$ cat config.mk
export PLATFORM = sky130hd
export DESIGN_NAME = sync_serial_port
export DESIGN_NICKNAME = d
export VERILOG_FILES = /design/src/rtl/sio_pkg.sv /design/src/rtl/sio_ctrl.sv /design/src/rtl/sio_datapath.sv /design/src/rtl/sync_serial_port.sv
export SDC_FILE = /design/constraint.sdc
export NUM_CORES = 1
export LEC_CHECK = 0
export ABC_AREA = 1
export BUFFER_PORTS_ARGS = -buffer_cell sky130_fd_sc_hd__buf_2
export CORE_ASPECT_RATIO = 0.9
export CORE_MARGIN = 5
export CORE_UTILIZATION = 45
export CTS_CLUSTER_DIAMETER = 30
export DETAILED_ROUTE_END_ITERATION = 12
export GPL_ROUTABILITY_DRIVEN = 0
export HOLD_SLACK_MARGIN = 0.12
export PLACE_DENSITY = 0.71
export SETUP_SLACK_MARGIN = 0.3
export SYNTH_ARGS = -nofsm -noshare
export SYNTH_HDL_FRONTEND = slang
export SYNTH_SLANG_ARGS = --single-unit
export TNS_END_PERCENT = 50
$ cat constraint.sdc
create_clock -name clk -period 1.7 [get_ports clk]
set_input_delay 0.085 -clock clk [delete_from_list [all_inputs] [get_ports clk]]
set_output_delay 0.085 -clock clk [all_outputs]
set_load 0.03 [all_outputs]
$ cat src/rtl/sio_pkg.sv
package sio_pkg;
  // strobes from control to datapath, one cycle each
  typedef struct packed {
    logic load;      // capture write byte into shifter and buffer
    logic isTx;      // current transfer direction
    logic shiftOut;  // advance transmit shifter at a bit boundary
    logic sampleIn;  // capture serial input at rising shift clock
    logic finish;    // last bit slot ends this cycle
  } sioStrobe_t;

  localparam int RXDONE_BIT = 0;
  localparam int TXDONE_BIT = 1;
  localparam int RXEN_BIT   = 4;
endpackage

$ cat src/rtl/sio_ctrl.sv
module sio_ctrl
  import sio_pkg::*;
#(
  parameter int BIT_CLKS  = 12,
  parameter int HOLD_CLKS = 2,
  parameter int DATA_W    = 8
) (
  input  logic             clk,
  input  logic             rstN,
  input  logic             bufWr,
  input  logic             ctlWr,
  input  logic [7:0]       ctlWrData,
  output sioStrobe_t       strb,
  output logic             shiftClk,
  output logic             serOe,
  output logic [7:0]       ctlRdData
);
  localparam int PH_W      = $clog2(BIT_CLKS);
  localparam int BIT_W     = $clog2(DATA_W);
  localparam int RISE_PH   = BIT_CLKS - HOLD_CLKS;
  localparam int FALL_PH   = RISE_PH - BIT_CLKS / 2;
  localparam int SAMPLE_PH = RISE_PH - 1;
  localparam int LAST_PH   = BIT_CLKS - 1;

  logic             busy, txMode;
  logic [PH_W-1:0]  phase;
  logic [BIT_W-1:0] bitIdx;
  logic             rxEn, txDone, rxDone;
  logic             startTx, startRx, lastPh, lastBit;
  logic             unusedCtlBits;

  assign unusedCtlBits = ^{ctlWrData[7:5], ctlWrData[3:2]};

  assign startTx = !busy && bufWr;
  assign startRx = !busy && !bufWr && rxEn && !rxDone;
  assign lastPh  = (phase == PH_W'(LAST_PH));
  assign lastBit = (bitIdx == BIT_W'(DATA_W - 1));

  always_comb begin
    strb          = '0;
    strb.load     = startTx;
    strb.isTx     = txMode;
    strb.shiftOut = busy && txMode && lastPh && !lastBit;
    strb.sampleIn = busy && !txMode && (phase == PH_W'(SAMPLE_PH));
    strb.finish   = busy && lastPh && lastBit;
  end

  assign shiftClk = !(busy && (phase >= PH_W'(FALL_PH)) && (phase < PH_W'(RISE_PH)));
  assign serOe    = busy && txMode;

  always_comb begin
    ctlRdData             = '0;
    ctlRdData[RXEN_BIT]   = rxEn;
    ctlRdData[TXDONE_BIT] = txDone;
    ctlRdData[RXDONE_BIT] = rxDone;
  end

  always_ff @(posedge clk) begin
    if (!rstN) begin
      busy   <= 1'b0;
      txMode <= 1'b0;
      phase  <= '0;
      bitIdx <= '0;
      rxEn   <= 1'b0;
      txDone <= 1'b0;
      rxDone <= 1'b0;
    end else begin
      if (startTx || startRx) begin
        busy   <= 1'b1;
        txMode <= startTx;
        phase  <= '0;
        bitIdx <= '0;
      end else if (busy) begin
        if (lastPh) begin
          phase <= '0;
          if (lastBit) busy <= 1'b0;
          else         bitIdx <= bitIdx + 1'b1;
        end else begin
          phase <= phase + 1'b1;
        end
      end
      if (ctlWr) begin
        rxEn   <= ctlWrData[RXEN_BIT];
        txDone <= ctlWrData[TXDONE_BIT];
        rxDone <= ctlWrData[RXDONE_BIT];
      end
      if (strb.finish) begin
        if (txMode) txDone <= 1'b1;
        else        rxDone <= 1'b1;
      end
    end
  end


  txdone_sticky_chk: assert property (@(posedge clk) disable iff (!rstN)
    txDone && !ctlWr |=> txDone);

  rxdone_sticky_chk: assert property (@(posedge clk) disable iff (!rstN)
    rxDone && !ctlWr |=> rxDone);

  clk_rise_phase_chk: assert property (@(posedge clk) disable iff (!rstN)
    $rose(shiftClk) |-> busy && (phase == PH_W'(RISE_PH)));

  finish_idle_chk: assert property (@(posedge clk) disable iff (!rstN)
    strb.finish |=> !busy && (txDone || rxDone));

  no_rx_while_done_chk: assert property (@(posedge clk) disable iff (!rstN)
    !busy && rxDone && !ctlWr && !bufWr |=> !busy);

  busy_write_ignored_chk: assert property (@(posedge clk) disable iff (!rstN)
    busy && !strb.finish && bufWr |=> busy && $stable(txMode));
endmodule

$ cat src/rtl/sio_datapath.sv
module sio_datapath
  import sio_pkg::*;
#(
  parameter int DATA_W = 8
) (
  input  logic              clk,
  input  logic              rstN,
  input  sioStrobe_t        strb,
  input  logic [DATA_W-1:0] bufWrData,
  input  logic              serIn,
  output logic              serOut,
  output logic [DATA_W-1:0] bufRdData
);
  logic [DATA_W-1:0] shifter;
  logic [DATA_W-1:0] bufReg;

  // buffer and shifter carry no reset: contents are undefined at power-up
  always_ff @(posedge clk) begin
    if (strb.load) begin
      shifter <= bufWrData;
      bufReg  <= bufWrData;
    end else begin
      if (strb.sampleIn) shifter <= {serIn, shifter[DATA_W-1:1]};
      if (strb.shiftOut) shifter <= {1'b0, shifter[DATA_W-1:1]};
      if (strb.finish && !strb.isTx) bufReg <= shifter;
    end
  end

  assign serOut    = shifter[0];
  assign bufRdData = bufReg;


  tx_bit_stable_chk: assert property (@(posedge clk) disable iff (!rstN)
    strb.isTx && !strb.load && !strb.shiftOut && !strb.sampleIn |=> $stable(serOut));

  buf_hold_chk: assert property (@(posedge clk) disable iff (!rstN)
    !strb.load && !(strb.finish && !strb.isTx) |=> $stable(bufRdData));
endmodule

$ cat src/rtl/sync_serial_port.sv
module sync_serial_port
  import sio_pkg::*;
#(
  parameter int BIT_CLKS  = 12,
  parameter int HOLD_CLKS = 2
) (
  input  logic       clk,
  input  logic       rstN,
  input  logic       bufWr,
  input  logic [7:0] bufWrData,
  input  logic       ctlWr,
  input  logic [7:0] ctlWrData,
  output logic [7:0] bufRdData,
  output logic [7:0] ctlRdData,
  output logic       shiftClk,
  output logic       serOut,
  output logic       serOe,
  input  logic       serIn
);
  localparam int DATA_W = 8;

  sioStrobe_t strb;

  sio_ctrl #(.BIT_CLKS(BIT_CLKS), .HOLD_CLKS(HOLD_CLKS), .DATA_W(DATA_W)) uCtrl (
    .clk(clk), .rstN(rstN), .bufWr(bufWr), .ctlWr(ctlWr), .ctlWrData(ctlWrData),
    .strb(strb), .shiftClk(shiftClk), .serOe(serOe), .ctlRdData(ctlRdData)
  );

  sio_datapath #(.DATA_W(DATA_W)) uData (
    .clk(clk), .rstN(rstN), .strb(strb), .bufWrData(bufWrData), .serIn(serIn),
    .serOut(serOut), .bufRdData(bufRdData)
  );
endmodule

Word level (Yosys, flattened, before mapping)
Index checks and enable logic that the tools add are counted.

storage, ports and cells
  input port bits = 21
  logic and storage cells = 59
  bits in registers = 28
  output and inout bits = 19

operators by class
  multiplexer cells = 16
  bitwise gates (word level) = 2
  order comparisons = 2
  add/sub/neg operators = 2
  reduce and logical (&&, ||, !) cells = 25
  equality and inequality tests = 3

operator list
  kind                                                               number
  2-to-1 mux 8 bit                                                   5
  logical AND 1 bit                                                  14
  2-to-1 mux 1 bit                                                   10
  equality test 4 bit, second input constant                         2
  zero test 1 bit                                                    6
  adder 4 x 1 -> 4 bit, second input constant                        1
  greater-or-equal comparator 4 x 3 -> 1 bit, second input constant  1
  < comparator 4 bit, second input constant                          1
  2-to-1 mux 4 bit                                                   1
  adder 3 x 1 -> 3 bit, second input constant                        1
  equality test 3 bit, second input constant                         1
  AND reduction 3 bit                                                1
  nonzero test 3 bit                                                 1
  inverter 1 bit                                                     2
  nonzero test 2 bit                                                 1
  OR reduction 2 bit                                                 1
  logical OR 1 bit                                                   1

Depth between registers and ports, before layout
  word-level depth = 6
  depth in mapped cells = 7
  depth with buffers taken out = 7

By module
Synthesis repeated with hierarchy kept, for this count alone.

unflattened totals
  cells, all modules = 157
  area total of the unflattened synthesis = 1433.9 sq um

modules (own cells, without submodules)
  module        cells an instance  instances  seq. area each (sq um)  area each (sq um)
  sio_ctrl      100                1          240.2                   759.5
  sio_datapath  57                 1          480.5                   674.4

Worst setup path before layout
OpenSTA, ideal clock, no wires.

  path kind = register to register
  start point = register uCtrl.bitIdx[0]
  end point = register uData.bufReg[0] (netlist: uData.bufRdData[0]), enable pin
  cell stages (with the launch flop) = 5
  data required time = 1.316 ns
  slack = -0.123 ns
  period minus slack after synthesis = 1.823 ns
  arrival time = 1.439 ns
  path through = dfxtp_1 > ha_1 > ha_1 > nand4_1 > o21ai_0

between the ends
  cells in the longest elaborated chain, start to end = 4

RTL lines
  what                                 RTL line            text
  start: declaration                   sio_ctrl.sv:27      logic [BIT_W-1:0] bitIdx;
  start signal: assignment             sio_ctrl.sv:77      else bitIdx <= bitIdx + 1'b1;
  equality test 3 bit                  sio_ctrl.sv:37      assign lastBit = (bitIdx == BIT_W'(DATA_W - 1));
  logical AND 1 bit                    sio_ctrl.sv:45      strb.finish = busy && lastPh && lastBit;
  logical AND 1 bit                    sio_datapath.sv:25  if (strb.finish && !strb.isTx) bufReg <= shifter;
  nonzero test 2 bit (no source line)  n/a
  end signal: assignment               sio_datapath.sv:21  bufReg <= bufWrData;
  end signal: assignment               sio_datapath.sv:25
  end: declaration                     sio_datapath.sv:15  logic [DATA_W-1:0] bufReg;

Every way passes these cells.
A chain may end at the register's enable or synchronous reset.

Worst setup path after layout
  start point = register uCtrl.phase[0]
  end point = register uData.shifter[2], enable pin

between the ends
  cells in the longest elaborated chain, start to end = 4

RTL lines
  what                                     RTL line            text
  start: declaration                       sio_ctrl.sv:26      logic [PH_W-1:0] phase;
  start signal: assignment                 sio_ctrl.sv:79      phase <= phase + 1'b1;
  equality test 4 bit                      sio_ctrl.sv:36      assign lastPh = (phase == PH_W'(LAST_PH));
  logical AND 1 bit (2 in a row)           sio_ctrl.sv:43      strb.shiftOut = busy && txMode && lastPh && !lastBit;
  nonzero test 3 bit (no source line) (*)  n/a
  end signal: assignment                   sio_datapath.sv:20  shifter <= bufWrData;
  end signal: assignment                   sio_datapath.sv:23  if (strb.sampleIn) shifter <= {serIn, shifter[DATA_W-1:1]};
  end signal: assignment                   sio_datapath.sv:24  if (strb.shiftOut) shifter <= {1'b0, shifter[DATA_W-1:1]};
  end: declaration                         sio_datapath.sv:14  logic [DATA_W-1:0] shifter;

Every way passes the cells marked *; elsewhere a longest branch is shown, timed or not.

==> results by group <==
Status
  • Status: finished clean

Critical path
  • Crit path launch type: flop
  • CP Data Arrival Time: 1.46 ns
  • RR Endpoint: uData.shifter[2]$_DFFE_PP_
  • R2R Path Start: uCtrl.phase[0]$_SDFFE_PP0P_
  • Setup crit end kind: flop
  • CP Max Fanout: 8
  • Worst setup path category: flop to flop
  • Cells on worst reg2reg path: 5
  • Critical Path RT: 1.75 ns
  • Reg2reg setup slack: 0.28 ns

Timing
  • TNS Setup: 0 ns
  • Fin. Hold Viols: 0
  • Crit share post-route: 83.3%
  • Min cycle time layout: 1.42 ns
  • Final Max Slew Viols: 0
  • Setup WS post-layout: 0.284 ns
  • Final setup viols: 0
  • RSZ-0062 raised after global routing: true
  • Achievable Freq: 706 MHz
  • Clock Skews: 0.00824 ns

Routing
  • Final ANT Viol Nets: 0
  • Via density: 4.66
  • Detailed Route Iter0 Violations: 74
  • Vias after detailed routing: 1165
  • DRT Pass-1 Iters: 4
  • Post-Route WL: 2820 µm
  • DR WL/cell: 11.3 µm
  • DRC Markers: 0

CTS
  • Clk root buf: clkbuf_4
  • Clock transition at the registers of the reported paths: 0.15 ns
  • CTS buffer count: 3
  • CTS tree: yes
  • Worst skew pair latency: 0.33 ns
  • Clock sinks: 28
  • Max Root-Sink Buffers: 2
  • H-tree depth: 1

Logic synthesis
  • Most common cell in the netlist: nand2_1
  • Post-Synth XOR/XNOR Area: 0.642%
  • Yosys warns: 0
  • Adder-Cell Fraction of Synth Area: 4.59%
  • FFs w/ async S/R, synth: 0%
  • Syn Std Cell Area: 1360 µm²
  • Netlist cell types: 20
  • Most instantiated cells after synthesis: 35 x nand2_1, 23 x inv_1, 23 x nor2_1, 19 x o21ai_0, 16 x edfxtp_1
  • Top-area cell type share of the netlist area: 35.2%
  • Mapped Avg Cell Area: 8.42 µm²
  • Register bit total from synthesis: 28
  • Mux share of post-synthesis cell area: 0%
  • Compound-gate portion of the synthesized area: 8.44%
  • Syn Inst Count: 162
  • Ys flop type: edfxtp_1
  • Largest family of logic cells by synthesized area: simple AND/OR/NAND/NOR gates
  • EDFF count, synth: 16
  • Simple-Gate Fraction of Synth Area: 21.2%
  • Yosys top cell by area: edfxtp_1
  • Synth top area cells: edfxtp_1 35%, dfxtp_1 18%, nand2_1 9.6%, o21ai_0 7.0%, inv_1 6.3%
  • Sequential element share of the synthesized area: 52.8%

Run
  • Max Cap Viol: 0

Placed design
  • DP Area: 1550 µm²
  • DPL Wire Length: 1890 µm
  • Pre-CTS setup slack: 0.125 ns
  • Port Buffers: 29
  • Dpl cells: 228

Power and ir drop
  • Total Power: 1.50 mW
  • Pwr dens: 819 nW/µm²
  • Worst IR drop on VDD: 0.000492 V
  • Leak: 0.829 nW

Hold path
  • Worst Hold Launch: bufWrData[3]
  • Endpoint, Worst Hold: uData.bufRdData[3]$_DFFE_PP_
  • Min-delay worst type: input pin to flop
  • Hold path cells: 3

Floorplan
  • Core area: 3000 µm²
  • Die Wd: 68.0 µm
  • Die height: 62.2 µm
  • Die Footprint: 4230 µm²
  • IO Pins: 40
  • Site Rows: 19
  • Initial cell density of the core: 45.5%

Global route
  • Number of global-route vias before repair: 1120
  • Largest net degree at the start of global routing: 28
  • Total GRT Usage: 14.1%
  • Initial antenna violation count: 0
  • Congestion Overflow GR: 0
  • Global-route wire length before repair: 4730 µm

Layout
  • Layout area overhead: 34.0%
  • Diodes inserted: 0
  • Layout Nets: 235
  • Layout cells sized above 1: 26.9%
  • Layout filler cell count: 265
  • Layout Cells excl Fill: 250
  • Final instance area: 1830 µm²
  • Seq. cell area: 736 µm²
  • Area of the multi-input gates: 556 µm²
report_power, final:
group / switching [mW] / internal [mW]
logic: 0.172 / 0.0974
clock network: 0.194 / 0.239
registers: 0.0209 / 0.774
total: 0.386 / 1.11
layout make-up:
class	instances	area share (%)
Clock buffer	3	1.23
Clock inverter	1	1.64
Inverter	25	5.13
Multi-Input combinational cell	103	30.4
Sequential cell	28	40.2
Tap cell	42	2.87
Timing Repair Buffer	48	18.5
worst max-delay path by stage:
stage                                 startpoint                            to  slack [ns]
global placement     uCtrl.phase[1]$_SDFFE_PP0P_    uData.shifter[0]$_DFFE_PP_        0.18
detailed placement   uCtrl.phase[1]$_SDFFE_PP0P_    uData.shifter[4]$_DFFE_PP_        0.13
CTS                 uCtrl.bitIdx[0]$_SDFFE_PP0P_  uData.bufRdData[7]$_DFFE_PP_        0.28
finish               uCtrl.phase[0]$_SDFFE_PP0P_    uData.shifter[2]$_DFFE_PP_        0.28
global route         uCtrl.phase[0]$_SDFFE_PP0P_    uData.shifter[2]$_DFFE_PP_        0.21
floorplan            uCtrl.phase[1]$_SDFFE_PP0P_    uData.shifter[0]$_DFFE_PP_        0.31
per-stage QoR:
stage / hold slack (ns) / utilization (%)
detailed placement: 0.346 / 51.6
CTS: 0.125 / 59.6
finish: 0.134 / 61.0
global route: 0.123 / 61.0
floorplan: 0.220 / -
global placement: 0.313 / 51.6
critical path: stages (launching register included):
cell	delay, ns
dfxtp_4	0.39
ha_2	0.21
nand2_2	0.09
nor2_2	0.16
nand3_2	0.12
nand3_4	0.17
cells in the final DEF, fill, tap and decap left out, drive strengths merged:
master / count
a21oi: 4
buf: 33
bufinv: 1
clkbuf: 3
conb: 5
dfxtp: 12
dlygate4sd3: 15
edfxtp: 16
ha: 5
inv: 25
nand2: 37
nand3: 5
nand4: 1
nor2: 24
nor3: 1
o21ai: 19
or2: 1
xor2: 1
state kept, by name, summed over array words and instances, names as in the netlist:
signal,count
uData.bufRdData,8
uData.shifter,8
uCtrl.phase,4
uCtrl.bitIdx,3
uCtrl.busy,1
uCtrl.rxDone,1
uCtrl.rxEn,1
uCtrl.txDone,1
uCtrl.txMode,1
cell families (layout without fill, tap and decap cells):
group | after synthesis | count (layout)
AND/OR/NAND/NOR | 69 | 69
buffers and inverters | 35 | 77
flip-flops | 28 | 28
AO/OA/AOI/OAI | 23 | 23
adder cells (fa/ha/maj) | 5 | 5
other | 1 | 5
XOR/XNOR | 1 | 1
timing repair:
item	CTS	global route
resized for setup	6	8
hold buffers	15	0
setup endpoints to repair	17	22
buffers inserted	1	2
pin swaps	3	2
endpoints found under the hold margin	13	0
per-layer routing:
| metal | global-route usage, % | part of all wire (%) | vias to the layer above |
|---|---|---|---|
| li1 | - | - | 591 |
| met2 | 23.6 | 52 | 39 |
| met1 | 17.4 | 41 | 531 |
| met4 | 3.72 | 1.5 | 0 |
| met3 | 4.32 | 5.7 | 4 |
| met5 | 0 | 0 | - |
Power figures use the tool's default switching activity.
